<file path="config.mk">
export PLATFORM = sky130hd
export DESIGN_NAME = alu8_flags
export DESIGN_NICKNAME = d
export VERILOG_FILES = /design/src/rtl/alu8_pkg.sv /design/src/rtl/alu8_arith.sv /design/src/rtl/alu8_logic.sv /design/src/rtl/alu8_flagreg.sv /design/src/rtl/alu8_flags.sv
export SDC_FILE = /design/constraint.sdc
export NUM_CORES = 1
export LEC_CHECK = 0
export CAP_MARGIN = 20
export CORE_MARGIN = 4
export CORE_UTILIZATION = 61
export CTS_CLUSTER_DIAMETER = 120
export CTS_CLUSTER_SIZE = 24
export DETAILED_ROUTE_END_ITERATION = 6
export GPL_TIMING_DRIVEN = 0
export PLACE_DENSITY = 0.89
export REMOVE_ABC_BUFFERS = 1
export SLEW_MARGIN = 40
export SYNTH_ARGS = -nofsm -noshare
export SYNTH_HDL_FRONTEND = slang
export SYNTH_SLANG_ARGS = --single-unit
</file>
<file path="constraint.sdc">
create_clock -name clk -period 11.52 [get_ports clk]
set_clock_uncertainty 0.1 [all_clocks]
set_input_delay 3.456 -clock clk [delete_from_list [all_inputs] [get_ports clk]]
set_output_delay 3.456 -clock clk [all_outputs]
set_load 0.02 [all_outputs]
</file>
<file path="src/rtl/alu8_pkg.sv">
package alu8_pkg;
  localparam int NFLAG = 6;
  localparam int FC = 0;
  localparam int FZ = 1;
  localparam int FN = 2;
  localparam int FV = 3;
  localparam int FS = 4;
  localparam int FH = 5;

  typedef logic [NFLAG-1:0] flags_t;

  typedef enum logic [4:0] {
    OP_ADD, OP_ADC, OP_SUB, OP_SBC, OP_CMP, OP_CPC, OP_NEG, OP_INC, OP_DEC,
    OP_AND, OP_OR, OP_XOR, OP_CLRB, OP_SETB, OP_COM,
    OP_LSL, OP_ROL, OP_LSR, OP_ROR, OP_ASR, OP_SWAP
  } op_e;

  // Which status bits each operation writes, as {H,S,V,N,Z,C}
  function automatic flags_t write_mask(op_e op);
    case (op)
      OP_ADD, OP_ADC, OP_SUB, OP_SBC,
      OP_CMP, OP_CPC, OP_NEG:                 return 6'b111111;
      OP_AND, OP_OR, OP_XOR, OP_CLRB, OP_SETB,
      OP_INC, OP_DEC:                         return 6'b011110;
      OP_COM:                                 return 6'b011111;
      OP_LSL, OP_ROL:                         return 6'b101111;
      OP_LSR, OP_ROR, OP_ASR:                 return 6'b001111;
      default:                                return 6'b000000;
    endcase
  endfunction
endpackage

</file>
<file path="src/rtl/alu8_arith.sv">
module alu8_arith
  import alu8_pkg::*;
#(
  parameter int W = 8
) (
  input  op_e          op,
  input  logic [W-1:0] a,
  input  logic [W-1:0] b,
  input  logic         cin,
  output logic [W-1:0] res,
  output logic         c,
  output logic         h,
  output logic         v
);
  localparam int HALF = W / 2;

  logic [W-1:0]  x, y;
  logic          ci, sub;
  logic [W:0]    full;
  logic [HALF:0] half;

  always_comb begin
    x   = a;
    y   = b;
    ci  = 1'b0;
    sub = 1'b0;
    case (op)
      OP_ADC:         ci = cin;
      OP_SUB, OP_CMP: sub = 1'b1;
      OP_SBC, OP_CPC: begin sub = 1'b1; ci = cin; end
      OP_NEG:         begin sub = 1'b1; x = '0; y = a; end
      OP_INC:         y = W'(1);
      OP_DEC:         begin sub = 1'b1; y = W'(1); end
      default:        ;
    endcase
  end

  always_comb begin
    if (sub) begin
      full = {1'b0, x} - {1'b0, y} - {{W{1'b0}}, ci};
      half = {1'b0, x[HALF-1:0]} - {1'b0, y[HALF-1:0]} - {{HALF{1'b0}}, ci};
    end else begin
      full = {1'b0, x} + {1'b0, y} + {{W{1'b0}}, ci};
      half = {1'b0, x[HALF-1:0]} + {1'b0, y[HALF-1:0]} + {{HALF{1'b0}}, ci};
    end
    res = full[W-1:0];
    c   = full[W];
    h   = half[HALF];
    if (sub) v = (x[W-1] != y[W-1]) && (res[W-1] != x[W-1]);
    else     v = (x[W-1] == y[W-1]) && (res[W-1] != x[W-1]);
  end
endmodule

</file>
<file path="src/rtl/alu8_logic.sv">
module alu8_logic
  import alu8_pkg::*;
#(
  parameter int W = 8
) (
  input  op_e          op,
  input  logic [W-1:0] a,
  input  logic [W-1:0] b,
  input  logic         cin,
  output logic [W-1:0] res,
  output logic         c,
  output logic         h,
  output logic         v
);
  localparam int HALF = W / 2;

  logic shift;

  always_comb begin
    res   = '0;
    c     = 1'b0;
    h     = 1'b0;
    shift = 1'b0;
    case (op)
      OP_AND:  res = a & b;
      OP_OR:   res = a | b;
      OP_XOR:  res = a ^ b;
      OP_CLRB: res = a & ~b;
      OP_SETB: res = a | b;
      OP_COM:  begin res = ~a; c = 1'b1; end
      OP_LSL:  begin res = {a[W-2:0], 1'b0}; c = a[W-1]; h = a[HALF-1]; shift = 1'b1; end
      OP_ROL:  begin res = {a[W-2:0], cin};  c = a[W-1]; h = a[HALF-1]; shift = 1'b1; end
      OP_LSR:  begin res = {1'b0, a[W-1:1]};     c = a[0]; shift = 1'b1; end
      OP_ROR:  begin res = {cin, a[W-1:1]};      c = a[0]; shift = 1'b1; end
      OP_ASR:  begin res = {a[W-1], a[W-1:1]};   c = a[0]; shift = 1'b1; end
      OP_SWAP: res = {a[HALF-1:0], a[W-1:HALF]};
      default: ;
    endcase
    v = shift ? (res[W-1] ^ c) : 1'b0;
  end
endmodule

</file>
<file path="src/rtl/alu8_flagreg.sv">
module alu8_flagreg
  import alu8_pkg::*;
(
  input  logic   clk,
  input  logic   rst_n,
  input  logic   en,
  input  flags_t mask,
  input  flags_t newf,
  output flags_t flags_q
);
  flags_t flags_d;

  for (genvar i = 0; i < NFLAG; i++) begin : g_bit
    assign flags_d[i] = (en && mask[i]) ? newf[i] : flags_q[i];

    // R13 / per-operation subsets: an unwritten bit keeps its value
    p_keep_unwritten_r13: assert property (@(posedge clk) disable iff (!rst_n)
      !(en && mask[i]) |=> flags_q[i] == $past(flags_q[i]));
  end

  always_ff @(posedge clk or negedge rst_n) begin
    if (!rst_n) flags_q <= '0;
    else        flags_q <= flags_d;
  end
endmodule

</file>
<file path="src/rtl/alu8_flags.sv">
module alu8_flags
  import alu8_pkg::*;
#(
  parameter int W = 8
) (
  input  logic         clk,
  input  logic         rst_n,
  input  logic         op_valid,
  input  logic [4:0]   op_i,
  input  logic [W-1:0] a_i,
  input  logic [W-1:0] b_i,
  output logic [W-1:0] result_o,
  output logic         result_we,
  output logic [5:0]   flags
);
  op_e          op;
  logic         rst_meta, rst_s;
  logic [W-1:0] ar_res, lg_res;
  logic         ar_c, ar_h, ar_v, lg_c, lg_h, lg_v;
  logic         use_arith, sticky_z, n_bit, z_bit, v_bit;
  flags_t       newf, mask, flags_q;

  assign op = op_e'(op_i);

  // reset: asserted at once, released on a clock edge
  always_ff @(posedge clk or negedge rst_n) begin
    if (!rst_n) begin
      rst_meta <= 1'b0;
      rst_s    <= 1'b0;
    end else begin
      rst_meta <= 1'b1;
      rst_s    <= rst_meta;
    end
  end

  alu8_arith #(.W(W)) i_arith (
    .op(op), .a(a_i), .b(b_i), .cin(flags_q[FC]),
    .res(ar_res), .c(ar_c), .h(ar_h), .v(ar_v));

  alu8_logic #(.W(W)) i_logic (
    .op(op), .a(a_i), .b(b_i), .cin(flags_q[FC]),
    .res(lg_res), .c(lg_c), .h(lg_h), .v(lg_v));

  always_comb begin
    use_arith = op inside {OP_ADD, OP_ADC, OP_SUB, OP_SBC, OP_CMP, OP_CPC,
                           OP_NEG, OP_INC, OP_DEC};
    sticky_z  = op inside {OP_SBC, OP_CPC};
    result_o  = use_arith ? ar_res : lg_res;
    result_we = !(op inside {OP_CMP, OP_CPC});
    n_bit     = result_o[W-1];
    v_bit     = use_arith ? ar_v : lg_v;
    z_bit     = (result_o == '0) && (!sticky_z || flags_q[FZ]);
    newf[FC]  = use_arith ? ar_c : lg_c;
    newf[FZ]  = z_bit;
    newf[FN]  = n_bit;
    newf[FV]  = v_bit;
    newf[FS]  = n_bit ^ v_bit;
    newf[FH]  = use_arith ? ar_h : lg_h;
    mask      = write_mask(op);
  end

  alu8_flagreg i_flagreg (
    .clk(clk), .rst_n(rst_s), .en(op_valid),
    .mask(mask), .newf(newf), .flags_q(flags_q));

  assign flags = flags_q;

  p_sign_rule_r12: assert property (@(posedge clk) disable iff (!rst_s)
    op_valid && mask[FS] |=> flags[FS] == (flags[FN] ^ flags[FV]));

  p_zero_sticky_r4: assert property (@(posedge clk) disable iff (!rst_s)
    op_valid && (op == OP_SBC || op == OP_CPC) && !flags[FZ] |=> !flags[FZ]);

  p_swap_quiet_r11: assert property (@(posedge clk) disable iff (!rst_s)
    op_valid && op == OP_SWAP |=> $stable(flags));

  p_logic_keep_r6: assert property (@(posedge clk) disable iff (!rst_s)
    op_valid && (op inside {OP_AND, OP_OR, OP_XOR, OP_CLRB, OP_SETB})
    |=> !flags[FV] && flags[FC] == $past(flags[FC]) && flags[FH] == $past(flags[FH]));

  p_com_carry_r7: assert property (@(posedge clk) disable iff (!rst_s)
    op_valid && op == OP_COM |=> flags[FC]);

  p_idle_hold_r13: assert property (@(posedge clk) disable iff (!rst_s)
    !op_valid |=> $stable(flags));
endmodule

</file>
==> results by group <==
Timing
  – Tmin final: ~11000 ps
  – Unrepaired setup endpoints after global routing: no
  – Headroom to the max-slew limit: between 40% and 50%
  – TNS Setup: 0 ps
  – Worst-margin pin slew: between 700 and 800 ps
  – Final Max Tran Viols: 0
  – Final Hold Fails: 6
  – # setup viols final: 0
  – Final Cycle Share: 97.4%
  – Fmax: 89.1 MHz
  – Worst hold slack: -10.6 ps

Detailed routing
  – DR vias/cell: between 6 and 7
  – DR vias: 2922
  – Remaining routing DRC violations: 0
  – DRT Wirelength: 8180 µm
  – DR WL/cell: roughly 19 µm
  – Initial DRT Pass Iterations: 5
  – Final ANT Viol Nets: 0
  – Initial DRC Count: roughly 380

Global routing
  – Vias in the first global route: between 2000 and 3000
  – GRT Total Usage: approximately 30%
  – Grt ovf: 0
  – Largest net degree at the start of global routing: 31
  – Initial antenna violation count: 0
  – First-pass GRT wire length: around 13000 µm

Place
  – Detailed-placement wirelength estimate: 6180 µm
  – Port Buffers: 38
  – Placed cells: roughly 420
  – GPL Wtd Cong: 0.976

Worst setup path
  – Critical Path, Cell by Cell: buf_2, nor3b_4, nand2_1, o21ai_0, ha_1, ha_1, nand4_1, a21oi_1, o41ai_2, mux2_2, nand3_1, clkdlybuf4s50_1
  – WP data arrival: 7670 ps
  – Crit-path most repeated cell: ha_1
  – Critical path's slowest cell: clkdlybuf4s50_1
  – Worst path required time: around 8000 ps
  – Slowest stage delay, CP: approximately 650 ps
  – Critical Path End Type: output port
  – CP max FO: 29
  – Crit path launch type: primary input
  – CP Class: primary input to output port

Synthesis
  – Syn Std Cell Area: approximately 0.0026 mm²
  – Sequential cell area fraction in the yosys report: 7.69%
  – Seq cells post-synth: 8
  – FFs w/ async S/R, synth: 100%
  – Largest cells by area after synthesis: ha_1 13%, dfrtp_1 7.7%, xnor2_1 5.7%
  – EDFF count, synth: 0
  – Count of cell types in the netlist: between 70 and 80
  – Syn avg cell area: 7.37 µm²
  – Mapped Cells: 353
  – Most frequent cell after synthesis: inv_1
  – Largest area contributor in the netlist: ha_1
  – Post-synth top cells: 39 x inv_1, 34 x nand2_1, 27 x ha_1
  – Ys flop type: dfrtp_1
  – Yosys top cell area share: about 13%
  – Synth warn: 0

Die
  – Die area: 0.00538 mm²
  – Die Width: approximately 73 µm
  – Initial Util: ~64%
  – Total core area: 0.00406 mm²
  – I/O pin total: 39
  – Die height: approximately 73 µm
  – # rows: 23

Clocking
  – H-tree depth: 1
  – CTS clk-pin slew, worst paths: approximately 40 ps
  – Setup Buffers After CTS: 0
  – Worst-Skew Late Latency: between 200 and 250 ps
  – CTS tree: done
  – CTS max path bufs: 2
  – Num CTS Buffers: 3
  – CTS Sinks: 8
  – CTS root buf: clkbuf_8

Min path
  – Hold Path Class: flop to async pin

Outcome
  – Violations in the final reports: negative hold slack
  – Outcome: finished with violations

Layout
  – ANT cells: 0
  – Final cell count without fillers: between 400 and 500
  – Fillers: approximately 360
  – Area delta synth->final: 13.6%
  – Nets: around 430
  – Share of cells above drive strength 1: under 10%
  – FF/Latch Area: 200 µm²
  – Area of the multi-input gates: about 0.0022 mm²

Power
  – Static Leak: approximately 1.3 nW
  – Power per cell area: roughly 80 mW/mm²
  – Worst vdd ir: between 0.08 and 0.09 mV

Job
  – Max-Cap Viols: 0
## area by class of cell
cell class,instances,share of cell area (%)
multi-input combinational,283,72.7
timing repair buffer,38,12.0
sequential,8,6.77
tap,50,2.12
clock buffer,3,1.40
inverter,39,4.95
## flip-flops by register name, summed over array words and instances, names as in the netlist
signal	flops
i_flagreg.flags_q	6
rst_meta	1
rst_s	1
## cells in the final DEF (no fill, tap or decap), types with 7 or more instances in the layout
cell type and count:
a21oi_1 13, clkdlybuf4s50_1 33, dfrtp_1 8, ha_1 27
inv_1 39, nand2_1 34, nand3_1 10, nor2_1 22
nor3_1 8, o2111ai_1 7, o21ai_0 16, xnor2_1 17
## power breakdown
group	internal, mW	switching [mW]
logic	0.0715	0.0951
registers	0.0328	0.00379
clock network	0.0226	0.0108
## cell families (layout without fill, tap and decap cells)
| kind of cell | count (synthesis) | count (layout) | share of synthesized area, % |
|---|---|---|---|
| other | 1 | 1 | 0.144 |
| xor gates and xnor gates | 21 | 21 | 7.60 |
| buffers and inverters | 62 | 80 | 10.8 |
| AOI/OAI and AO/OA | 96 | 96 | 27.4 |
| muxes | 6 | 6 | 2.45 |
| and+or+nand+nor | 128 | 128 | 27.9 |
| DFF | 8 | 8 | 7.69 |
| adders and majority gates | 31 | 31 | 16.1 |
## worst paths after layout
kind | start | to | slack [ps] | cells after the start
max | op_i[2] | result_o[7] | 290 | 12
min | rst_s | i_flagreg.flags_q[4] | -10 | 0
max reg2reg | i_flagreg.flags_q[0] | i_flagreg.flags_q[1] | 8080 | 11
min reg2reg | rst_s | i_flagreg.flags_q[4] | -10 | 0
max in group asynchronous | rst_n | rst_meta | 7910 | 1
min in group clk | rst_meta | rst_s | 250 | 0
## layer usage
layer  global-route usage (%)  wire [µm]  vias up
met3                     5.06        713       24
met1                     41.3       3540     1396
met5                        0          0        -
met4                     8.85        209        0
li1                         -          -     1332
met2                     49.2       3710      170
## through the flow
step / area, µm² / total power, mW / hold WS, ps / worst slack (ps) / utilization (%)
after CTS: 2950 / 0.232 / 0.812 / 10.1 / 72.6
after global placement: 2910 / 0.194 / -8.23 / -508 / 71.8
after global routing: 2960 / 0.252 / 12.2 / 6.39 / 72.9
after floorplan: 2470 / 0.137 / -32.2 / 1600 / -
after detailed placement: 2900 / 0.197 / -1.44 / -485 / 71.5
final: 2960 / 0.237 / -10.6 / 294 / 72.9
## timing repair
item	in CTS	in global routing
endpoints found under the hold margin	0	0
hold buffers	0	0
endpoints found under the setup margin	3	2
gates resized for setup	3	3
## critical path, delay by kind of cell
family	cells	cell delay [ps]
compound gates	3	910
fa+ha+maj	2	770
buf+inv	2	1070
mux	1	390
simple gates	4	1070
Power figures use the tool's default switching activity.
